File: config.mk
export PLATFORM = sky130hd
export DESIGN_NAME = tokgrid_matmul
export DESIGN_NICKNAME = d
export VERILOG_FILES = /design/src/rtl/tg_pkg.sv /design/src/rtl/tg_fifo.sv /design/src/rtl/tg_pe.sv /design/src/rtl/tg_unload.sv /design/src/rtl/tokgrid_matmul.sv
export SDC_FILE = /design/constraint.sdc
export NUM_CORES = 2
export LEC_CHECK = 0
export CAP_MARGIN = 20
export CORE_MARGIN = 8
export CORE_UTILIZATION = 25
export DETAILED_ROUTE_END_ITERATION = 8
export GPL_TIMING_DRIVEN = 1
export PLACE_DENSITY = 0.44
export SETUP_SLACK_MARGIN = 0.1
export SLEW_MARGIN = 20
export SYNTH_ARGS = -nofsm -noshare
export SYNTH_HDL_FRONTEND = slang
export SYNTH_HIERARCHICAL = 1
export SYNTH_SLANG_ARGS = --single-unit
File: constraint.sdc
create_clock -name clk -period 6 [get_ports clk]
set_clock_uncertainty 0.2 [all_clocks]
set_input_delay 0.6 -clock clk [delete_from_list [all_inputs] [get_ports clk]]
set_output_delay 0.6 -clock clk [all_outputs]
set_load 0.1 [all_outputs]
File: src/rtl/tg_pkg.sv
package tg_pkg;

  typedef enum logic {
    UL_IDLE = 1'b0,
    UL_SEND = 1'b1
  } ul_state_t;

  // width of an index that must span x values, never less than one bit
  function automatic int unsigned idx_w(input int unsigned x);
    return (x > 1) ? $clog2(x) : 1;
  endfunction

endpackage

File: src/rtl/tg_fifo.sv
module tg_fifo #(
  parameter int DW    = 8,
  parameter int DEPTH = 2
) (
  input  logic          clk,
  input  logic          rst,
  input  logic          push,
  input  logic [DW-1:0] push_data,
  input  logic          pop,
  output logic [DW-1:0] head,
  output logic          not_empty,
  output logic          not_full
);
  import tg_pkg::*;

  localparam int PW = idx_w(DEPTH);
  localparam int CW = $clog2(DEPTH + 1);

  logic [DW-1:0] mem [DEPTH];
  logic [PW-1:0] wr_ptr, rd_ptr;
  logic [CW-1:0] count;

  assign not_empty = (count != '0);
  assign not_full  = (count != CW'(DEPTH));
  assign head      = mem[rd_ptr];

  // storage kept free of reset so it maps onto RAM
  always_ff @(posedge clk) begin
    if (push) mem[wr_ptr] <= push_data;
  end

  always_ff @(posedge clk) begin
    if (rst) begin
      wr_ptr <= '0;
      rd_ptr <= '0;
      count  <= '0;
    end else begin
      if (push) wr_ptr <= (wr_ptr == PW'(DEPTH - 1)) ? '0 : wr_ptr + 1'b1;
      if (pop)  rd_ptr <= (rd_ptr == PW'(DEPTH - 1)) ? '0 : rd_ptr + 1'b1;
      case ({push, pop})
        2'b10:   count <= count + 1'b1;
        2'b01:   count <= count - 1'b1;
        default: count <= count;
      endcase
    end
  end

  AST_NO_OVERFLOW:  assert property (@(posedge clk) disable iff (rst) push |-> not_full);
  AST_NO_UNDERFLOW: assert property (@(posedge clk) disable iff (rst) pop |-> not_empty);

endmodule

File: src/rtl/tg_pe.sv
module tg_pe #(
  parameter int N          = 3,
  parameter int DW         = 8,
  parameter int AW         = 19,
  parameter int MUL_LAT    = 3,
  parameter bit EAST_EDGE  = 1'b0,
  parameter bit SOUTH_EDGE = 1'b0
) (
  input  logic          clk,
  input  logic          rst,
  input  logic          clr,
  input  logic          a_ne,
  input  logic [DW-1:0] a_din,
  input  logic          b_ne,
  input  logic [DW-1:0] b_din,
  input  logic          e_space,
  input  logic          s_space,
  output logic          fire,
  output logic [AW-1:0] acc,
  output logic          done
);
  import tg_pkg::*;

  localparam int WW = $clog2(N + 1);
  localparam int LW = idx_w(MUL_LAT);

  logic          busy;
  logic [LW-1:0] lat_cnt;
  logic [WW-1:0] wave;
  logic [DW-1:0] opa, opb;
  logic          zero_op, e_ok, s_ok;

  assign zero_op = (a_din == '0) || (b_din == '0);
  assign e_ok    = EAST_EDGE  ? 1'b1 : e_space;
  assign s_ok    = SOUTH_EDGE ? 1'b1 : s_space;
  assign fire    = !clr && !busy && (wave < WW'(N)) && a_ne && b_ne && e_ok && s_ok;
  assign done    = (wave == WW'(N)) && !busy;

  always_ff @(posedge clk) begin
    if (rst || clr) begin
      acc     <= '0;
      wave    <= '0;
      busy    <= 1'b0;
      lat_cnt <= '0;
      opa     <= '0;
      opb     <= '0;
    end else if (fire) begin
      wave <= wave + 1'b1;
      if (!zero_op) begin
        busy    <= 1'b1;
        opa     <= a_din;
        opb     <= b_din;
        lat_cnt <= LW'(MUL_LAT - 1);
      end
    end else if (busy) begin
      if (lat_cnt == '0) begin
        acc  <= acc + AW'(opa) * AW'(opb);
        busy <= 1'b0;
      end else begin
        lat_cnt <= lat_cnt - 1'b1;
      end
    end
  end

  AST_WAVE_BOUND: assert property (@(posedge clk) disable iff (rst) wave <= WW'(N));
  AST_ZERO_HOLD:  assert property (@(posedge clk) disable iff (rst)
                    (fire && zero_op) |=> $stable(acc));
  AST_ZERO_FREE:  assert property (@(posedge clk) disable iff (rst)
                    (fire && zero_op) |=> !busy);

endmodule

File: src/rtl/tg_unload.sv
module tg_unload #(
  parameter int NN = 9,
  parameter int AW = 19
) (
  input  logic          clk,
  input  logic          rst,
  input  logic          all_done,
  input  logic [AW-1:0] acc [NN],
  input  logic          res_ready,
  output logic          res_valid,
  output logic [AW-1:0] res_data,
  output logic          res_last,
  output logic          clr
);
  import tg_pkg::*;

  localparam int IW = idx_w(NN);

  ul_state_t     state;
  logic [IW-1:0] idx, nxt;
  logic          beat;

  assign beat = res_valid && res_ready;
  assign clr  = beat && res_last;
  assign nxt  = idx + 1'b1;

  always_ff @(posedge clk) begin
    if (rst) begin
      state     <= UL_IDLE;
      idx       <= '0;
      res_valid <= 1'b0;
      res_data  <= '0;
      res_last  <= 1'b0;
    end else begin
      case (state)
        UL_IDLE: begin
          if (all_done) begin
            state     <= UL_SEND;
            idx       <= '0;
            res_valid <= 1'b1;
            res_data  <= acc[0];
            res_last  <= (NN == 1);
          end
        end
        default: begin
          if (beat) begin
            if (res_last) begin
              state     <= UL_IDLE;
              res_valid <= 1'b0;
              res_last  <= 1'b0;
            end else begin
              idx      <= nxt;
              res_data <= acc[nxt];
              res_last <= (nxt == IW'(NN - 1));
            end
          end
        end
      endcase
    end
  end

  AST_VALID_AFTER_DONE: assert property (@(posedge clk) disable iff (rst)
                          res_valid |-> all_done);
  AST_HOLD_STALLED:     assert property (@(posedge clk) disable iff (rst)
                          (res_valid && !res_ready) |=>
                          (res_valid && $stable(res_data) && $stable(res_last)));

endmodule

File: src/rtl/tokgrid_matmul.sv
module tokgrid_matmul #(
  parameter int N       = 3,
  parameter int DW      = 8,
  parameter int QDEPTH  = 2,
  parameter int MUL_LAT = 3,
  parameter int AW      = 2 * DW + $clog2(N) + 1
) (
  input  logic            clk,
  input  logic            rst,
  input  logic [N-1:0]    a_in_valid,
  input  logic [N*DW-1:0] a_in_data,
  output logic [N-1:0]    a_in_ready,
  input  logic [N-1:0]    b_in_valid,
  input  logic [N*DW-1:0] b_in_data,
  output logic [N-1:0]    b_in_ready,
  output logic            res_valid,
  input  logic            res_ready,
  output logic [AW-1:0]   res_data,
  output logic            res_last,
  output logic            all_done
);

  localparam int NN = N * N;

  logic          a_push [NN];
  logic [DW-1:0] a_din  [NN];
  logic [DW-1:0] a_head [NN];
  logic          a_ne   [NN];
  logic          a_nf   [NN];
  logic          b_push [NN];
  logic [DW-1:0] b_din  [NN];
  logic [DW-1:0] b_head [NN];
  logic          b_ne   [NN];
  logic          b_nf   [NN];
  logic          pe_fire[NN];
  logic [AW-1:0] pe_acc [NN];
  logic [NN-1:0] pe_done;
  logic          clr;
  logic          all_done_q;

  for (genvar g = 0; g < N; g++) begin : g_edge
    assign a_in_ready[g] = a_nf[g * N];
    assign b_in_ready[g] = b_nf[g];
  end

  for (genvar i = 0; i < N; i++) begin : g_row
    for (genvar j = 0; j < N; j++) begin : g_col
      localparam int K = i * N + j;
      logic e_space, s_space;

      // A link: west edge from the row port, otherwise from the west element
      if (j == 0) begin : g_a_src
        assign a_push[K] = a_in_valid[i] && a_nf[K];
        assign a_din[K]  = a_in_data[i*DW +: DW];
      end else begin : g_a_src
        assign a_push[K] = pe_fire[K-1];
        assign a_din[K]  = a_head[K-1];
      end

      // B link: north edge from the column port, otherwise from the north element
      if (i == 0) begin : g_b_src
        assign b_push[K] = b_in_valid[j] && b_nf[K];
        assign b_din[K]  = b_in_data[j*DW +: DW];
      end else begin : g_b_src
        assign b_push[K] = pe_fire[K-N];
        assign b_din[K]  = b_head[K-N];
      end

      if (j == N - 1) begin : g_e
        assign e_space = 1'b1;
      end else begin : g_e
        assign e_space = a_nf[K+1];
      end
      if (i == N - 1) begin : g_s
        assign s_space = 1'b1;
      end else begin : g_s
        assign s_space = b_nf[K+N];
      end

      tg_fifo #(.DW(DW), .DEPTH(QDEPTH)) u_aq (
        .clk(clk), .rst(rst), .push(a_push[K]), .push_data(a_din[K]),
        .pop(pe_fire[K]), .head(a_head[K]), .not_empty(a_ne[K]), .not_full(a_nf[K])
      );
      tg_fifo #(.DW(DW), .DEPTH(QDEPTH)) u_bq (
        .clk(clk), .rst(rst), .push(b_push[K]), .push_data(b_din[K]),
        .pop(pe_fire[K]), .head(b_head[K]), .not_empty(b_ne[K]), .not_full(b_nf[K])
      );
      tg_pe #(
        .N(N), .DW(DW), .AW(AW), .MUL_LAT(MUL_LAT),
        .EAST_EDGE(j == N - 1), .SOUTH_EDGE(i == N - 1)
      ) u_pe (
        .clk(clk), .rst(rst), .clr(clr),
        .a_ne(a_ne[K]), .a_din(a_head[K]), .b_ne(b_ne[K]), .b_din(b_head[K]),
        .e_space(e_space), .s_space(s_space),
        .fire(pe_fire[K]), .acc(pe_acc[K]), .done(pe_done[K])
      );
    end
  end

  always_ff @(posedge clk) begin
    if (rst) all_done_q <= 1'b0;
    else     all_done_q <= (&pe_done) && !clr;
  end
  assign all_done = all_done_q;

  tg_unload #(.NN(NN), .AW(AW)) u_unload (
    .clk(clk), .rst(rst), .all_done(all_done_q), .acc(pe_acc),
    .res_ready(res_ready), .res_valid(res_valid), .res_data(res_data),
    .res_last(res_last), .clr(clr)
  );

  AST_DONE_DROPS: assert property (@(posedge clk) disable iff (rst) clr |=> !all_done);

endmodule

======== Word-level counts from Yosys, hierarchy flattened ========
Memories as Yosys holds them, arrays and structs flattened. A register that Yosys moved wholly into a read port is not among the register bits.
Cells that the tools add are included.
storage, ports and cells
  flip-flop bits (word level) ............. 459
  bits in writable memories ............... 288
  bits of input ports ..................... 57
  output and inout port bits .............. 28
  memories kept ........................... 18
memory list
  name                        depth  width  read ports  clocked after memory_dff  wr ports  line           RTL
  g_row[0].g_col[0].u_aq.mem  2      8      1           1                         1         tg_fifo.sv:19  logic [DW-1:0] mem [DEPTH];
  g_row[0].g_col[0].u_bq.mem  2      8      1           1                         1         tg_fifo.sv:19
  g_row[0].g_col[1].u_aq.mem  2      8      1           1                         1         tg_fifo.sv:19
  g_row[0].g_col[1].u_bq.mem  2      8      1           1                         1         tg_fifo.sv:19
  g_row[0].g_col[2].u_aq.mem  2      8      1           1                         1         tg_fifo.sv:19
  g_row[0].g_col[2].u_bq.mem  2      8      1           1                         1         tg_fifo.sv:19
  +12 memories                --     --     --          --                        --        --
operators by class
  $add $sub $neg .......................... 100
  multipliers ............................. 9
  $lt $le $gt $ge ......................... 10
  equality and inequality tests ........... 85
  mux-type cells .......................... 213
  bitwise operators ....................... 19
  reductions and logical operators ........ 190
operators with widths
  cell                                               count
  adder 19 x 16 -> 19 bit                            9
  2-to-1 mux 1 bit                                   148
  logical NOT 8 bit                                  18
  multiplier 8 x 8 -> 16 bit                         9
  2-to-1 mux 19 bit                                  6
  nonzero test 2 bit                                 46
  binary-select mux 19 bit (select 4 bit)            1
  != test 2 bit (second input constant)              38
  2-to-1 mux 2 bit                                   36
  one-hot mux 2 bit (2 select lines)                 18
  logical AND 1 bit                                  66
  AND reduction 3 bit                                20
  adder 2 x 1 -> 2 bit (second input constant)       27
  == test 2 bit (second input constant)              27
  subtractor 2 x 1 -> 2 bit (second input constant)  27
  adder 1 bit (second input constant)                36
  == test 2 x 1 -> 1 bit (second input constant)     18
  AND reduction 2 bit                                10
  logical NOT 2 bit                                  9
  < comparator 2 bit (second input constant)         9
  NOT 1 bit                                          18
  2-to-1 mux 4 bit                                   4
  logical NOT 1 bit                                  10
  logical OR 1 bit                                   10
  6 further kinds                                    6

======== Depth between registers and ports, before layout ========
  word-level depth ........................ 11
  depth in mapped cells ................... 18
  depth with buffers taken out ............ 17

======== By module ========
The synthesis kept the hierarchy.
by module, submodules not included
  module                               times used  cells an instance  area an instance (um2)  seq. area each (um2)
  tg_pe at g_row[0].g_col[0].u_pe ...  4           497                4,274.1                 800.8
  tg_fifo                              18          47                 780.7                   580.6
  tg_pe at g_row[2].g_col[0].u_pe ...  2           506                4,295.4                 800.8
  tg_pe at g_row[2].g_col[2].u_pe      1           500                4,329.2                 800.8
  tg_pe at g_row[0].g_col[2].u_pe      1           500                4,256.6                 800.8
  tg_pe at g_row[1].g_col[2].u_pe      1           501                4,251.6                 800.8
  tg_unload                            1           245                2,469.9                 520.5
  tokgrid_matmul                       1           12                 92.6                    20.0

======== Worst setup path before layout ========
Ideal clock, no wire load.
  kind .................................... flip-flop to flip-flop
  start ................................... register g_row[0].g_col[0].u_pe.opa[4]
  end ..................................... register g_row[0].g_col[0].u_pe.acc[17]
  arrival time ............................ 4,452 ps
  data required time ...................... 5,683 ps
  slack ................................... 1,231 ps
  stages on the path, launching flop included .. 16
  period minus slack after synthesis ...... 4,769 ps
  cells stage by stage .................... dfxtp_1 > clkbuf_1 > nand2_1 > fa_1 > inv_1 > fa_1 > fa_1 > inv_1 > fa_1 > inv_1 > ha_1 > and2_4 > a221oi_4 > a211oi_2 > or4_1 > a32o_1
between the ends
  cells in the longest elaborated chain, start to end .. 2
ends and longest elaborated chain
  item                        line         RTL
  start, declared             tg_pe.sv:30  logic [DW-1:0] opa, opb;
  start signal, assigned      tg_pe.sv:51  opa <= a_din;
  multiplier 8 x 8 -> 16 bit  tg_pe.sv:57  acc <= acc + AW'(opa) * AW'(opb);
  adder 19 x 16 -> 19 bit     tg_pe.sv:57
  end signal, assigned        tg_pe.sv:57
  end, declared               tg_pe.sv:19  output logic [AW-1:0] acc,
Every way passes these cells.
A chain may end at the register's enable or synchronous reset.

======== Final worst setup path ========
  start ................................... register g_row[1].g_col[0].u_pe.opa[0]
  end ..................................... register g_row[1].g_col[0].u_pe.acc[17]
between the ends
  cells in the longest elaborated chain, start to end .. 2
ends and longest elaborated chain
  item                        line
  start, declared             tg_pe.sv:30
  start signal, assigned      tg_pe.sv:51
  multiplier 8 x 8 -> 16 bit  tg_pe.sv:57
  adder 19 x 16 -> 19 bit     tg_pe.sv:57
  end signal, assigned        tg_pe.sv:57
  end, declared               tg_pe.sv:19
Every way passes these cells.

==> flow_summary.yaml <==
critical_path:
  worstReg2RegStart: "g_row[1].g_col[0].u_pe/opa[0]"
  cp_top_family: "adder cells"
  cp-start-kind: "register"
  cp_cell_sequence: "nand2_1 -> fa_1 -> fa_1 -> inv_1 -> fa_1 -> inv_1 -> fa_1 -> inv_1 -> ha_1 -> and2_4 -> a221oi_4 -> a211oi_2 -> or4_1 -> a32o_1"
  max_stage_delay_ps: 570
  cp_data_required_time_ps: 6420
  cpMostUsedCell: "fa_1"
  critPathArrivalTime_ps: 5450
  crit_buf_inv: 3
  r2r_end: "g_row[1].g_col[0].u_pe/acc[17]"
  r2r_slack_ps: 970
  worst-path-max-fanout: 9
  path_class: "register to register"
  r2r_cells: 14
  worstSetupEndpointType: "register"
  slowest_stage: "fa_1"
global_routing:
  grt_usage_pct: 13.42
  grt_pass1_vias: 39710
  antenna_found_initial: 7
  grt_max_degree: 73
  grt_pass1_wl_mm: 247.1
  grt.overflow.total: 0
cts:
  clkSinkCount: 765
  post_cts_buffers: 0
  clk_path_buf_depth: 3
  cts_resized: 0
  postCtsHoldBufs: 0
  cts_root_buffer: "clkbuf_16"
  clkSlewWorstSetupHoldPaths_ps: 60
  htreeDepth: 3
  worstSkewPairLatency_ps: 730
  cts_tree: "built"
  cts-buffers-inserted: 91
pwr:
  power_frac_comb_pct: 13.1
  peakVddDrop_mv: 0.2063
  p_seq_share_pct: 44.6
  p_int_mw: 9.932
  clkPwrFrac_pct: 42.2
  switching_share_pct: 28.74
  p_leak_nw: 27.29
  switchingPower_mw: 4.005
  p_per_area_mw_per_mm2: 224.3
route:
  drtPass1Iterations: 5
  drtIter0Drc: 2067
  vias: 38620
  via_per_inst: 4.507
  finalWirelength_mm: 159.9
  drc: 0
  postRouteAntennaNets: 0
  wl_per_cell_um: 18.66
finish:
  diodes: 0
  fin_nets: 6538
  drive_gt1_share_pct: 8.317
  finalNonFillerCells: 8570
  design_area_mm2: 0.06215
  syn2layout_area_growth_pct: 12.73
  nFillCells: 23190
  final_util_pct: 28.31
  multi_input_area_mm2: 0.03265
  regArea_mm2: 0.01820
sta:
  fin_crit_ps: 5030
  setup_ws_ps: 969.7
  rsz0062_at_grt: "no"
  setup_viol: 0
  finalSetupTns_ps: 0
  tightest_slew_ps: 1112
  max_freq_mhz: 198.8
  slew_viol_final: 0
  slew_headroom_pct: 25.65
  final_hold_viol_count: 0
  post-route-period-util_pct: 83.84
job:
  max_cap_violations: 0
place:
  place_ws_ps: 982.6
  place.gp.congestion: 0.8379
  placed_area_mm2: 0.05897
  dp_cells: 8402
  port_buffers: 84
  post-dp-hpwl_mm: 128.2
floorplanning:
  die_w_um: 485.6
  rows: 172
  die_h_um: 485.6
  pin_count: 85
  die-area_mm2: 0.2358
  core-area_mm2: 0.2195
  start_util_pct: 25.12
logic_synthesis:
  avgSynthCellArea_um2: 9.841
  netlist_area_mm2: 0.05514
  ys_warn_count: 6
  synthCells: 5603
  syn_nets: 6517
worst_hold_path:
  hold_path.class: "input pin to register"
  hp-start: "rst"
  holdPathStages: 2
status:
  status: "complete, no violations"
[how the worst max path moves through the flow]
stage                                        startpoint                              to  slack, ps  cells past startpoint
final                     g_row[1].g_col[0].u_pe/opa[0]  g_row[1].g_col[0].u_pe/acc[17]        970                     14
after global routing      g_row[1].g_col[0].u_pe/opa[0]  g_row[1].g_col[0].u_pe/acc[17]        710                     14
after CTS                 g_row[1].g_col[0].u_pe/opa[0]  g_row[1].g_col[0].u_pe/acc[17]        950                     14
after detailed placement  g_row[1].g_col[0].u_pe/opb[7]  g_row[1].g_col[0].u_pe/acc[17]        980                     14
after global placement    g_row[1].g_col[0].u_pe/opb[7]  g_row[1].g_col[0].u_pe/acc[17]        980                     14
after floorplan           g_row[0].g_col[0].u_pe/opa[4]  g_row[0].g_col[0].u_pe/acc[17]       1230                     15
[layout make-up]
type                    instances  area share (%)
well taps                    2871           5.780
flip-flops and latches        765           29.28
multi-input cells            3724           52.53
repair buffers                115           1.729
clock inverters                53           1.164
inverters                     927           5.598
clock buffers                 115           3.921
[power by group through the flow]
stage | sequential, mW | combinational [mW] | clock (mW)
2_1_floorplan | 6.13 | 1.30 | 0
3_3_place_gp | 6.32 | 1.86 | 0
3_5_place_dp | 6.34 | 1.87 | 0
4_1_cts | 6.22 | 1.88 | 6.09
5_1_grt | 6.28 | 2.00 | 6.28
6_report | 6.22 | 1.83 | 5.89
[state kept, by name, indices dropped and copies added, names as in the netlist, named ones only]
register	count
u_unload/res_valid	1
g_row.g_col.u_pe/opa	72
g_row.g_col.u_pe/busy	9
g_row.g_col.u_aq/count	18
g_row.g_col.u_bq/rd_ptr	9
g_row.g_col.u_pe/opb	72
g_row.g_col.u_aq/rd_ptr	9
g_row.g_col.u_bq/wr_ptr	9
u_unload/idx	4
g_row.g_col.u_pe/acc	171
u_unload/state	1
g_row.g_col.u_pe/wave	18
g_row.g_col.u_pe/lat_cnt	18
u_unload/res_data	19
all_done	1
g_row.g_col.u_bq/count	18
g_row.g_col.u_bq/mem	144
u_unload/res_last	1
g_row.g_col.u_aq/wr_ptr	9
g_row.g_col.u_aq/mem	144
[per-layer routing]
metal	up-vias	track usage, %	routed length, um
li1	18610	-	-
met1	19190	17.82	73130
met2	608	22.73	75600
met3	209	1.707	5599
met4	0	4.224	5612
met5	-	0	0
[metrics by stage]
stage	total power [mW]	hold WS [ps]
after detailed placement	8.206	255.9
after global routing	14.56	143.0
after floorplan	7.436	235.3
after CTS	14.20	115.0
final	13.94	145.3
after global placement	8.178	250.9
[worst reg2reg max path, delay by kind of cell, from the launching register on]
kind	cells	cell delay [ps]
compound gates	3	750
fa+ha+maj	5	2510
buf+inv	3	170
flops	1	470
simple gates	3	810
[layout by cell type (no fill, tap or decap), types with 40 or more instances in the layout]
cell / instances
inv_1: 927
nand2_1: 524
dfxtp_1: 476
fa_1: 450
ha_1: 406
nor2_1: 365
and2_1: 353
edfxtp_1: 288
a21oi_1: 212
mux2i_1: 160
mux2_2: 148
o21ai_0: 127
clkbuf_16: 91
clkdlybuf4s50_1: 83
xnor2_1: 76
nand3_1: 70
or3_1: 57
a211oi_1: 54
xor2_1: 46
a21o_1: 45
nand2b_1: 43
nand4_1: 40
nor4_1: 40
No activity file was read; power rests on OpenSTA's default activity.
